[src/rtl/cyc_pkg.sv]
package cyc_pkg;
  localparam int unsigned CLS_W  = 5;
  localparam int unsigned MODE_W = 5;
  localparam int unsigned CNT_W  = 4;
  localparam int unsigned DP_W   = 8;
  localparam int unsigned NUM_PEN = 5;

  typedef enum logic [CLS_W-1:0] {
    CLS_ACC_RD   = 5'd0,
    CLS_ACC_ST   = 5'd1,
    CLS_IDX_RD   = 5'd2,
    CLS_TRAP     = 5'd3,
    CLS_RET_INT  = 5'd4,
    CLS_PSH_A    = 5'd5,
    CLS_PSH_IDX  = 5'd6,
    CLS_PSH_DB   = 5'd7,
    CLS_PSH_DP   = 5'd8,
    CLS_PSH_PB   = 5'd9,
    CLS_PSH_ST   = 5'd10,
    CLS_PUL_A    = 5'd11,
    CLS_PUL_IDX  = 5'd12,
    CLS_PUL_DB   = 5'd13,
    CLS_PUL_DP   = 5'd14,
    CLS_PUL_ST   = 5'd15,
    CLS_CALL     = 5'd16,
    CLS_STAT_BIT = 5'd17,
    CLS_SIMPLE   = 5'd18
  } cls_e;

  typedef enum logic [MODE_W-1:0] {
    AM_IMPL       = 5'd0,
    AM_IMM        = 5'd1,
    AM_ABS        = 5'd2,
    AM_ABS_L      = 5'd3,
    AM_DIR        = 5'd4,
    AM_DIR_IND    = 5'd5,
    AM_DIR_IND_L  = 5'd6,
    AM_ABS_X      = 5'd7,
    AM_ABS_L_X    = 5'd8,
    AM_ABS_Y      = 5'd9,
    AM_DIR_X      = 5'd10,
    AM_DIR_X_IND  = 5'd11,
    AM_DIR_IND_Y  = 5'd12,
    AM_DIR_INDL_Y = 5'd13,
    AM_STK        = 5'd14,
    AM_STK_IND_Y  = 5'd15,
    AM_ABS_X_IND  = 5'd16,
    AM_DIR_Y      = 5'd17,
    AM_DIR_Y_IDX  = 5'd18
  } mode_e;

  typedef struct packed {
    logic             legal;
    logic [CNT_W-1:0] base;
    logic             use_m;
    logic             use_x;
    logic             use_native;
    logic             dir_mode;
    logic             pc_ok;
  } lut_t;
endpackage

[src/rtl/cyc_base_lut.sv]
module cyc_base_lut
  import cyc_pkg::*;
(
  input  logic [CLS_W-1:0]  cls_i,
  input  logic [MODE_W-1:0] mode_i,
  output lut_t              lut_o
);
  function automatic lut_t mk(input int unsigned b, input logic um, input logic ux,
                              input logic un, input logic pc);
    lut_t r;
    r.legal      = 1'b1;
    r.base       = CNT_W'(b);
    r.use_m      = um;
    r.use_x      = ux;
    r.use_native = un;
    r.dir_mode   = 1'b0;
    r.pc_ok      = pc;
    return r;
  endfunction

  logic is_dir;
  always_comb begin
    unique case (mode_i)
      AM_DIR, AM_DIR_IND, AM_DIR_IND_L, AM_DIR_X, AM_DIR_X_IND,
      AM_DIR_IND_Y, AM_DIR_INDL_Y, AM_DIR_Y, AM_DIR_Y_IDX: is_dir = 1'b1;
      default: is_dir = 1'b0;
    endcase
  end

  lut_t t;
  always_comb begin
    t = '0;
    unique case (cls_i)
      CLS_ACC_RD, CLS_ACC_ST: begin
        unique case (mode_i)
          AM_IMM:        if (cls_i == CLS_ACC_RD) t = mk(2, 1'b1, 1'b0, 1'b0, 1'b0);
          AM_ABS:        t = mk(4, 1'b1, 1'b0, 1'b0, 1'b0);
          AM_ABS_L:      t = mk(5, 1'b1, 1'b0, 1'b0, 1'b0);
          AM_DIR:        t = mk(3, 1'b1, 1'b0, 1'b0, 1'b0);
          AM_DIR_IND:    t = mk(5, 1'b1, 1'b0, 1'b0, 1'b0);
          AM_DIR_IND_L:  t = mk(6, 1'b1, 1'b0, 1'b0, 1'b0);
          AM_ABS_X, AM_ABS_Y:
            t = (cls_i == CLS_ACC_RD) ? mk(4, 1'b1, 1'b0, 1'b0, 1'b1)
                                      : mk(5, 1'b1, 1'b0, 1'b0, 1'b0);
          AM_ABS_L_X:    t = mk(5, 1'b1, 1'b0, 1'b0, 1'b0);
          AM_DIR_X:      t = mk(4, 1'b1, 1'b0, 1'b0, 1'b0);
          AM_DIR_X_IND:  t = mk(6, 1'b1, 1'b0, 1'b0, 1'b0);
          AM_DIR_IND_Y:
            t = (cls_i == CLS_ACC_RD) ? mk(5, 1'b1, 1'b0, 1'b0, 1'b1)
                                      : mk(6, 1'b1, 1'b0, 1'b0, 1'b0);
          AM_DIR_INDL_Y: t = mk(6, 1'b1, 1'b0, 1'b0, 1'b0);
          AM_STK:        t = mk(4, 1'b1, 1'b0, 1'b0, 1'b0);
          AM_STK_IND_Y:  t = mk(7, 1'b1, 1'b0, 1'b0, 1'b0);
          default:       t = '0;
        endcase
      end
      CLS_IDX_RD: begin
        unique case (mode_i)
          AM_IMM:             t = mk(2, 1'b0, 1'b1, 1'b0, 1'b0);
          AM_ABS:             t = mk(4, 1'b0, 1'b1, 1'b0, 1'b0);
          AM_DIR:             t = mk(3, 1'b0, 1'b1, 1'b0, 1'b0);
          AM_ABS_X, AM_ABS_Y: t = mk(4, 1'b0, 1'b1, 1'b0, 1'b1);
          AM_DIR_X, AM_DIR_Y_IDX: t = mk(4, 1'b0, 1'b1, 1'b0, 1'b0);
          default:            t = '0;
        endcase
      end
      CLS_CALL: begin
        unique case (mode_i)
          AM_ABS:       t = mk(6, 1'b0, 1'b0, 1'b0, 1'b0);
          AM_ABS_X_IND: t = mk(8, 1'b0, 1'b0, 1'b0, 1'b0);
          AM_ABS_L:     t = mk(8, 1'b0, 1'b0, 1'b0, 1'b0);
          default:      t = '0;
        endcase
      end
      default: begin
        // implicit classes: only the implied mode is legal
        if (mode_i == AM_IMPL) begin
          unique case (cls_i)
            CLS_TRAP:     t = mk(7, 1'b0, 1'b0, 1'b1, 1'b0);
            CLS_RET_INT:  t = mk(6, 1'b0, 1'b0, 1'b1, 1'b0);
            CLS_PSH_A:    t = mk(3, 1'b1, 1'b0, 1'b0, 1'b0);
            CLS_PSH_IDX:  t = mk(3, 1'b0, 1'b1, 1'b0, 1'b0);
            CLS_PSH_DB:   t = mk(3, 1'b0, 1'b0, 1'b0, 1'b0);
            CLS_PSH_DP:   t = mk(4, 1'b0, 1'b0, 1'b0, 1'b0);
            CLS_PSH_PB:   t = mk(3, 1'b0, 1'b0, 1'b0, 1'b0);
            CLS_PSH_ST:   t = mk(3, 1'b0, 1'b0, 1'b0, 1'b0);
            CLS_PUL_A:    t = mk(4, 1'b1, 1'b0, 1'b0, 1'b0);
            CLS_PUL_IDX:  t = mk(4, 1'b0, 1'b1, 1'b0, 1'b0);
            CLS_PUL_DB:   t = mk(4, 1'b0, 1'b0, 1'b0, 1'b0);
            CLS_PUL_DP:   t = mk(5, 1'b0, 1'b0, 1'b0, 1'b0);
            CLS_PUL_ST:   t = mk(4, 1'b0, 1'b0, 1'b0, 1'b0);
            CLS_STAT_BIT: t = mk(3, 1'b0, 1'b0, 1'b0, 1'b0);
            CLS_SIMPLE:   t = mk(2, 1'b0, 1'b0, 1'b0, 1'b0);
            default:      t = '0;
          endcase
        end
      end
    endcase
    t.dir_mode = t.legal & is_dir;
  end

  assign lut_o = t;
endmodule

[src/rtl/cyc_penalty.sv]
module cyc_penalty
  import cyc_pkg::*;
#(
  parameter int unsigned N_PEN = NUM_PEN,
  localparam int unsigned SUM_W = $clog2(N_PEN + 1)
) (
  input  logic [N_PEN-1:0] pen_i,
  output logic [SUM_W-1:0] sum_o
);
  logic [SUM_W-1:0] part [N_PEN+1];
  assign part[0] = '0;
  for (genvar g = 0; g < N_PEN; g++) begin : g_acc
    assign part[g+1] = part[g] + SUM_W'(pen_i[g]);
  end
  assign sum_o = part[N_PEN];
endmodule

[src/rtl/cyc_count_calc.sv]
module cyc_count_calc
  import cyc_pkg::*;
#(
  parameter int unsigned C_W = CLS_W,
  parameter int unsigned M_W = MODE_W,
  parameter int unsigned D_W = DP_W,
  parameter int unsigned O_W = CNT_W,
  localparam int unsigned SUM_W = $clog2(NUM_PEN + 1)
) (
  input  logic           clk_i,
  input  logic           rst_ni,
  input  logic           valid_i,
  input  logic [C_W-1:0] class_i,
  input  logic [M_W-1:0] mode_i,
  input  logic           flag_m_i,
  input  logic           flag_x_i,
  input  logic           emu_i,
  input  logic [D_W-1:0] dp_low_i,
  input  logic           page_cross_i,
  output logic           valid_o,
  output logic [O_W-1:0] cycles_o,
  output logic           illegal_o
);
  lut_t             lut;
  logic [NUM_PEN-1:0] pen;
  logic [SUM_W-1:0] pen_sum;
  logic [O_W-1:0]   cnt_d;

  cyc_base_lut u_lut (
    .cls_i  (CLS_W'(class_i)),
    .mode_i (MODE_W'(mode_i)),
    .lut_o  (lut)
  );

  always_comb begin
    pen[0] = lut.use_m & ~flag_m_i;
    pen[1] = lut.use_x & ~flag_x_i;
    pen[2] = lut.use_native & ~emu_i;
    pen[3] = lut.dir_mode & (|dp_low_i);
    pen[4] = lut.pc_ok & page_cross_i;
  end

  cyc_penalty #(.N_PEN(NUM_PEN)) u_pen (
    .pen_i (pen),
    .sum_o (pen_sum)
  );

  assign cnt_d = lut.legal ? (O_W'(lut.base) + O_W'(pen_sum)) : '0;

  always_ff @(posedge clk_i or negedge rst_ni) begin
    if (!rst_ni) begin
      valid_o   <= 1'b0;
      cycles_o  <= '0;
      illegal_o <= 1'b0;
    end else begin
      valid_o   <= valid_i;
      cycles_o  <= valid_i ? cnt_d : '0;
      illegal_o <= valid_i & ~lut.legal;
    end
  end
endmodule

[config.mk]
export PLATFORM = sky130hd
export DESIGN_NAME = cyc_count_calc
export DESIGN_NICKNAME = d
export VERILOG_FILES = /design/src/rtl/cyc_pkg.sv /design/src/rtl/cyc_base_lut.sv /design/src/rtl/cyc_penalty.sv /design/src/rtl/cyc_count_calc.sv
export SDC_FILE = /design/constraint.sdc
export NUM_CORES = 1
export LEC_CHECK = 0
export ABC_AREA = 1
export BUFFER_PORTS_ARGS = -buffer_cell sky130_fd_sc_hd__buf_2
export CAP_MARGIN = 30
export CORE_UTILIZATION = 31
export CTS_CLUSTER_SIZE = 8
export DETAILED_ROUTE_END_ITERATION = 12
export SYNTH_ARGS = -nofsm -noshare
export SYNTH_HDL_FRONTEND = slang
export SYNTH_SLANG_ARGS = --single-unit
[constraint.sdc]
create_clock -name clk_i -period 0.8 [get_ports clk_i]
set_clock_uncertainty 0.05 [all_clocks]
set_input_delay 0.16 -clock clk_i [delete_from_list [all_inputs] [get_ports clk_i]]
set_output_delay 0.16 -clock clk_i [all_outputs]
set_load 0.02 [all_outputs]
==> out/results.ini, run 1 <==
[logic_synthesis]
synth_top_family_by_area = simple AND/OR/NAND/NOR gates
synth_enable_flop_cells = 0
synth_fa_ha_area_share_pct = 20.5
yosys.area.top_type = ha_1
async_flop_share_pct = 100
synth-simple-area-share_pct = 42.0
synth_xor_area_share_pct = 0
synth_nets = 218
syn_inst = 176
ys_ff_latch = 6
yosysTopAreaCellShare_pct = 15.3
syn_area_sq_mm = 0.00115
synth_compound_area_share_pct = 15.8
synthFlopType = dfrtp_1
synth_mux_area_share_pct = 0
ys_seq_area_share_pct = 13.1
synthTopCellsByArea = ha_1 15%, nand2_1 14%, dfrtp_1 13%
syn_avg_cell_area_sq_um = 6.51
yosysUniqueCellTypes = 29
ys_warn_count = 0

[final_layout]
multiInputGateArea_sq_mm = 0.00113
fillers = 267
fin_area_sq_mm = 0.00232
finish.utilization_pct = 67.5
syn2layout_area_growth_pct = 103
regArea_sq_um = 150
final_cell_mix = 63 x buf_4, 33 x nand2_1, 21 x buf_2, 16 x nand2_2, 16 x buf_6
final_cells = 329
drive_gt1_share_pct = 64.0
nets = 327
mostFrequentLayoutCell = buf_4
diodes = 0

[place]
port_buffers = 30
gp_congestion = 0.814
pre_cts_slack_ns = -2.91
placed_area_sq_mm = 0.00192
dp_hpwl_mm = 2.82
placed_cells = 301

[global_route]
overflow = 0
grt_pass1_vias = 1630
grt_pass1_wl_mm = 6.75
grt_max_degree = 7
grt_usage_pct = 21.5
grt_antenna_before_repair = 0

[clocking]
cts_tree = built
htreeDepth = 1
cts_sinks = 6
clk_pin_slew_ns = 0.03
cts_buffer_depth = 2
root_buffer = clkbuf_8
cts_made_buffers = 3

[detailed_routing]
wire_per_inst_um = 12.1
wirelength_mm = 3.97
vias_per_cell = 4.74
ant_nets = 0
via_count = 1558
drtIter0Drc = 56
dr.pass1.iters = 4
drcViolationCount = 0

[critical_path]
arrival_ns = 3.30
crit_buf_inv = 3
worstPathRequired_ns = 0.86
crit_family = adder cells
worstPathCellList = buf_12, inv_16, ha_4, inv_2, nor2_4, nand2_1, nand3_2, nor2_4, nand3_2, nand2_2, a21oi_2, ha_1, fa_1, ha_2, fa_1, ha_1, a21o_1, a21oi_2, a21oi_1, o21ai_1, nor2_2
cp_slowest_stage_delay_ns = 0.46
cp_slowest_cell = fa_1
critPathCaptureType = flop
crit_type = input port to flop
worstPathMaxFanout = 4
worst_setup_path_start_kind = input port

[sta]
fin_tns_setup_ns = -10.44
hold_viol = 0
fin_crit_ns = 3.24
finalSetupViolCount = 11
fin_crit_sh_pct = 406
worst_slack_ns = -2.44
rsz0062_at_grt = yes
fmax_ghz = 0.308
worst_pin_slew_ns = 0.313
slew_headroom_pct = 79.0
drv_slew = 0

[floorplan]
rows = 21
start_util_pct = 33.3
dieWidth_um = 62.8
core_area_sq_mm = 0.00344
die-area_sq_mm = 0.00394
dieHeight_um = 62.8
top_level_ports = 31

[pwr]
power.density_mw_per_mm2 = 673
power_leakage_nw = 1.23
peakVddDrop_mv = 0.392

[run]
drv_cap = 0

[outcome]
status = complete, but fails checks
violations = negative setup slack

[worst_hold_path]
hp-class = input port to flop

## synthesized netlist by cell type (all sizes together), types with 2 or more instances
cell,instances
a21oi,11
dfrtp,6
fa,3
ha,14
inv,25
nand2,52
nand3,16
nand4,2
nor2,24
nor3,2
nor4,2
o211ai,2
o21ai,9
## repair_timing
item | in CTS | in global routing
pin swaps | 29 | 6
endpoints found under the hold margin | 6 | 0
endpoints found under the setup margin | 11 | 11
cloned | 0 | 0
hold buffers | 1 | 0
setup buffers | 30 | 3
gates resized for setup | 41 | 9
## state kept, by name (all words and copies together), names as in the netlist
register and count:
illegal_o 1, cycles_o 4, valid_o 1
## final cells by class
class	count	share of cell area, %
multi-input combinational	144	48.5
tap	46	2.48
clock buffer	3	1.78
sequential	6	6.46
timing repair buffer	104	35.4
inverter	26	5.33
## through the flow
stage	power (mW)	hold WS, ns
floorplan	0.634	-0.186
global placement	0.952	-0.0667
finish	1.56	0.0549
detailed placement	0.959	-0.0654
global route	1.67	0.0593
CTS	1.53	0.0511
## where the power goes
part / switching [mW] / internal, mW
clock network: 0.118 / 0.322
registers: 0.00309 / 0.313
logic: 0.396 / 0.411
total: 0.517 / 1.05
## per-layer routing
layer	wire (um)	GRT usage [%]	vias to the layer above	part of all wire, %
li1	-	-	792	-
met1	1650	23.5	690	42
met2	1990	39.3	62	50
met3	175	2.74	14	4.4
met4	154	12.5	0	3.9
met5	0	0	-	0
## worst paths after layout
path	endpoint	start	cells past startpoint	slack, ns
worst max-delay path	cycles_o[3]	mode_i[1]	21	-2.44
max in group asynchronous	cycles_o[2]	rst_ni	2	0.31
min in group asynchronous	valid_o	rst_ni	2	0.25
worst min-delay path	valid_o	valid_i	1	0.05
## cell families (layout without fill, tap and decap cells)
group                      after synthesis  count (layout)
AOI/OAI and AO/OA                       28              28
adders and majority gates               17              17
buffers and inverters                   26             133
DFF                                      6               6
and+or+nand+nor                         99              99
Power figures use the tool's default switching activity.
==> run 2: changes to the inputs <==
--- a/config.mk
+++ b/config.mk
@@ -5,7 +5,6 @@
 export SDC_FILE = /design/constraint.sdc
 export NUM_CORES = 1
 export LEC_CHECK = 0
-export ABC_AREA = 1
 export BUFFER_PORTS_ARGS = -buffer_cell sky130_fd_sc_hd__buf_2
 export CAP_MARGIN = 30
 export CORE_UTILIZATION = 31
==> out/results.ini, run 2 <==
[clocking]
clk_pin_slew_ns = 0.04  ; was 0.03 ns
cts_sinks = 6  ; unchanged
cts_tree = built  ; unchanged
root_buffer = clkbuf_8  ; unchanged
cts_buffer_depth = 2  ; unchanged
cts_made_buffers = 3  ; unchanged
htreeDepth = 1  ; unchanged

[logic_synthesis]
synthTopCellsByArea = ha_1 14%, dfrtp_1 12%, fa_1 4.7%  ; was ha_1 15%, nand2_1 14%, dfrtp_1 13%
ys_seq_area_share_pct = 11.8  ; was 13.1%
ys_warn_count = 0  ; unchanged
synthFlopType = dfrtp_1  ; unchanged
yosysMostFrequentCell = ha_1  ; was nand2_1
ys_top_cells_by_count = 14 x ha_1, 13 x nor2_1, 10 x nand2_1  ; was 44 x nand2_1, 22 x inv_1, 14 x ha_1
yosysTopAreaCellShare_pct = 13.8  ; was 15.3%
yosys.area.top_type = ha_1  ; unchanged
syn_area_sq_mm = 0.00127  ; was 0.00115 sq mm
synth_nets = 197  ; was 218
synth_enable_flop_cells = 0  ; unchanged
syn_avg_cell_area_sq_um = 8.21  ; was 6.51 sq um
yosysUniqueCellTypes = 52  ; was 29
async_flop_share_pct = 100  ; unchanged
syn_inst = 155  ; was 176
ys_ff_latch = 6  ; unchanged

[detailed_routing]
drtIter0Drc = 73  ; was 56
dr.pass1.iters = 4  ; unchanged
drcViolationCount = 0  ; unchanged
wire_per_inst_um = 14.5  ; was 12.1 um
wirelength_mm = 4.23  ; was 3.97 mm
vias_per_cell = 5.21  ; was 4.74
via_count = 1521  ; was 1558
ant_nets = 0  ; unchanged

[critical_path]
arrival_ns = 3.80  ; was 3.30 ns
cp_slowest_stage_delay_ns = 0.50  ; was 0.46 ns
worstPathMaxFanout = 4  ; unchanged
worstPathRequired_ns = 0.90  ; was 0.86 ns
crit_type = input port to flop  ; unchanged
worst_setup_path_start_kind = input port  ; unchanged
critPathCaptureType = flop  ; unchanged
cp_slowest_cell = fa_1  ; unchanged
worstPathCellList = buf_6, buf_6, ha_4, a21o_1, a221o_1, a22o_1, a2111oi_4, nor2_1, fa_1, ha_2, fa_1, ha_1, a21o_1, a21oi_2, xnor2_1, nand3_1, nor2_1  ; was buf_12, inv_16, ha_4, inv_2, nor2_4, nand2_1, nand3_2, nor2_4, nand3_2, nand2_2, a21oi_2, ha_1, fa_1, ha_2, fa_1, ha_1, a21o_1, a21oi_2, a21oi_1, o21ai_1, nor2_2

[pwr]
power_leakage_nw = 1.04  ; was 1.23 nW
power_mw = 1.56  ; about the same
p_int_mw = 1.04  ; was 1.05 mW
p_sw_share_pct = 33.2  ; was 33.1%
switching_power_uw = 516  ; was 517 uW
power.share.clock_pct = 29.6  ; was 28.2%
power_frac_comb_pct = 50.1  ; was 51.6%
power.density_mw_per_mm2 = 703  ; was 673 mW/mm^2
peakVddDrop_mv = 0.357  ; was 0.392 mV
pwr-share-seq_pct = 20.3  ; was 20.2%

[global_route]
grt_max_degree = 13  ; was 7
grt_pass1_vias = 1603  ; was 1630
grt_antenna_before_repair = 0  ; unchanged
grt_pass1_wl_mm = 7.05  ; was 6.75 mm
overflow = 0  ; unchanged
grt_usage_pct = 20.7  ; was 21.5%

[floorplan]
dieWidth_um = 66.1  ; was 62.8 um
dieHeight_um = 66.1  ; was 62.8 um
core_area_sq_mm = 0.00380  ; was 0.00344 sq mm
rows = 22  ; was 21
die-area_sq_mm = 0.00437  ; was 0.00394 sq mm
top_level_ports = 31  ; unchanged
start_util_pct = 33.5  ; was 33.3%

[sta]
hold_viol = 0  ; unchanged
finalSetupViolCount = 11  ; unchanged
slew_headroom_pct = 77.0  ; was 79.0%
rsz0062_at_grt = yes  ; unchanged
fin_crit_ns = 3.70  ; was 3.24 ns
drv_slew = 0  ; unchanged
worst_slack_ns = -2.90  ; was -2.44 ns
fmax_ghz = 0.270  ; was 0.308 GHz
fin_crit_sh_pct = 463  ; was 406%
worst_pin_slew_ns = 0.342  ; was 0.313 ns
fin_tns_setup_ns = -12.53  ; was -10.44 ns

[final_layout]
fillers = 354  ; was 267
reg_top3 = cycles_o: 4 flops, illegal_o: 1 flops, valid_o: 1 flops  ; unchanged
diodes = 0  ; unchanged
drive_gt1_share_pct = 52.5  ; was 64.0%
largest_reg_flops = 4  ; unchanged
syn2layout_area_growth_pct = 73.9  ; was 103%
max_flop_register = cycles_o  ; unchanged
fin_area_sq_mm = 0.00221  ; was 0.00232 sq mm
final_cell_mix = 64 x buf_4, 19 x buf_2, 12 x nor2_1, 10 x nand2_1, 9 x buf_6  ; was 63 x buf_4, 33 x nand2_1, 21 x buf_2, 16 x nand2_2, 16 x buf_6
mostFrequentLayoutCell = buf_4  ; unchanged
nets = 288  ; was 327
final_cells = 292  ; was 329

[place]
gp_congestion = 0.871  ; was 0.814
pre_cts_slack_ns = -3.30  ; was -2.91 ns
placed_cells = 283  ; was 301
port_buffers = 30  ; unchanged
placed_area_sq_mm = 0.00197  ; was 0.00192 sq mm
dp_hpwl_mm = 3.42  ; was 2.82 mm

[outcome]
status = complete, but fails checks  ; unchanged
violations = negative setup slack  ; unchanged

[run]
drv_cap = 0  ; unchanged

[worst_hold_path]
hp-class = input port to flop  ; unchanged

-- run 2: through the flow --
stage                     util (%)  hold slack (ns)
after floorplan                  -           -0.186
after global routing          58.3           0.0797
after global placement        51.9          -0.0707
after detailed placement      51.9          -0.0626
after CTS                     57.1           0.0739
final                         58.3           0.0763
-- run 2: cell type report --
| cell class | count | area, sq um | share of cell area (%) |
|---|---|---|---|
| multi-input combinational | 133 | 1200 | 54.3 |
| timing repair buffer | 95 | 709 | 32.1 |
| sequential | 6 | 150 | 6.78 |
| tap | 48 | 60.1 | 2.71 |
| inverter | 7 | 51.3 | 2.32 |
| clock buffer | 3 | 41.3 | 1.87 |
-- run 2: kinds of logic (layout without fill, tap and decap cells) --
| logic type | Yosys count | after routing | synth area share [%] |
|---|---|---|---|
| muxes | 7 | 7 | 5.60 |
| xor gates and xnor gates | 2 | 2 | 1.38 |
| AOI/OAI and AO/OA | 47 | 47 | 26.8 |
| and+or+nand+nor | 60 | 60 | 29.1 |
| DFF | 6 | 6 | 11.8 |
| adders and majority gates | 17 | 17 | 18.5 |
| buffers and inverters | 16 | 105 | 6.78 |
-- run 2: routing by layer --
metal / up-vias / part of all wire (%) / global-route usage (%)
li1: 760 / - / -
met1: 726 / 43 / 24.5
met2: 31 / 53 / 40.6
met3: 4 / 3.0 / 0.690
met4: 0 / 0.61 / 4.52
met5: - / 0 / 0
-- run 2: path summary, 6_finish.rpt --
path | from | endpoint | slack [ns] | depth (start not counted)
max in group asynchronous | rst_ni | cycles_o[1] | 0.27 | 2
min in group asynchronous | rst_ni | cycles_o[0] | 0.29 | 2
setup / recovery | mode_i[1] | cycles_o[3] | -2.90 | 17
hold / removal | valid_i | valid_o | 0.08 | 1
-- run 2: worst max-delay path, delay by kind of cell --
family	cells	cell delay, ns
buffers and inverters	2	0.24
AOI/OAI and AO/OA	6	1.41
xor gates and xnor gates	1	0.13
and+or+nand+nor	3	0.27
adders and majority gates	5	1.57
-- run 2: power by group through the flow --
stage	logic [mW]	clock network [mW]	registers, mW
CTS	0.762	0.457	0.316
global placement	0.677	0	0.317
detailed placement	0.699	0	0.318
global route	0.850	0.488	0.316
floorplan	0.352	0	0.327
finish	0.779	0.461	0.316
-- run 2: timing repair --
item	4_1_cts	5_1_grt
hold endpoints to repair	6	0
endpoints found under the setup margin	11	11
setup buffers	4	3
hold buffers	1	0
pin swaps	14	8
gates resized for setup	28	9
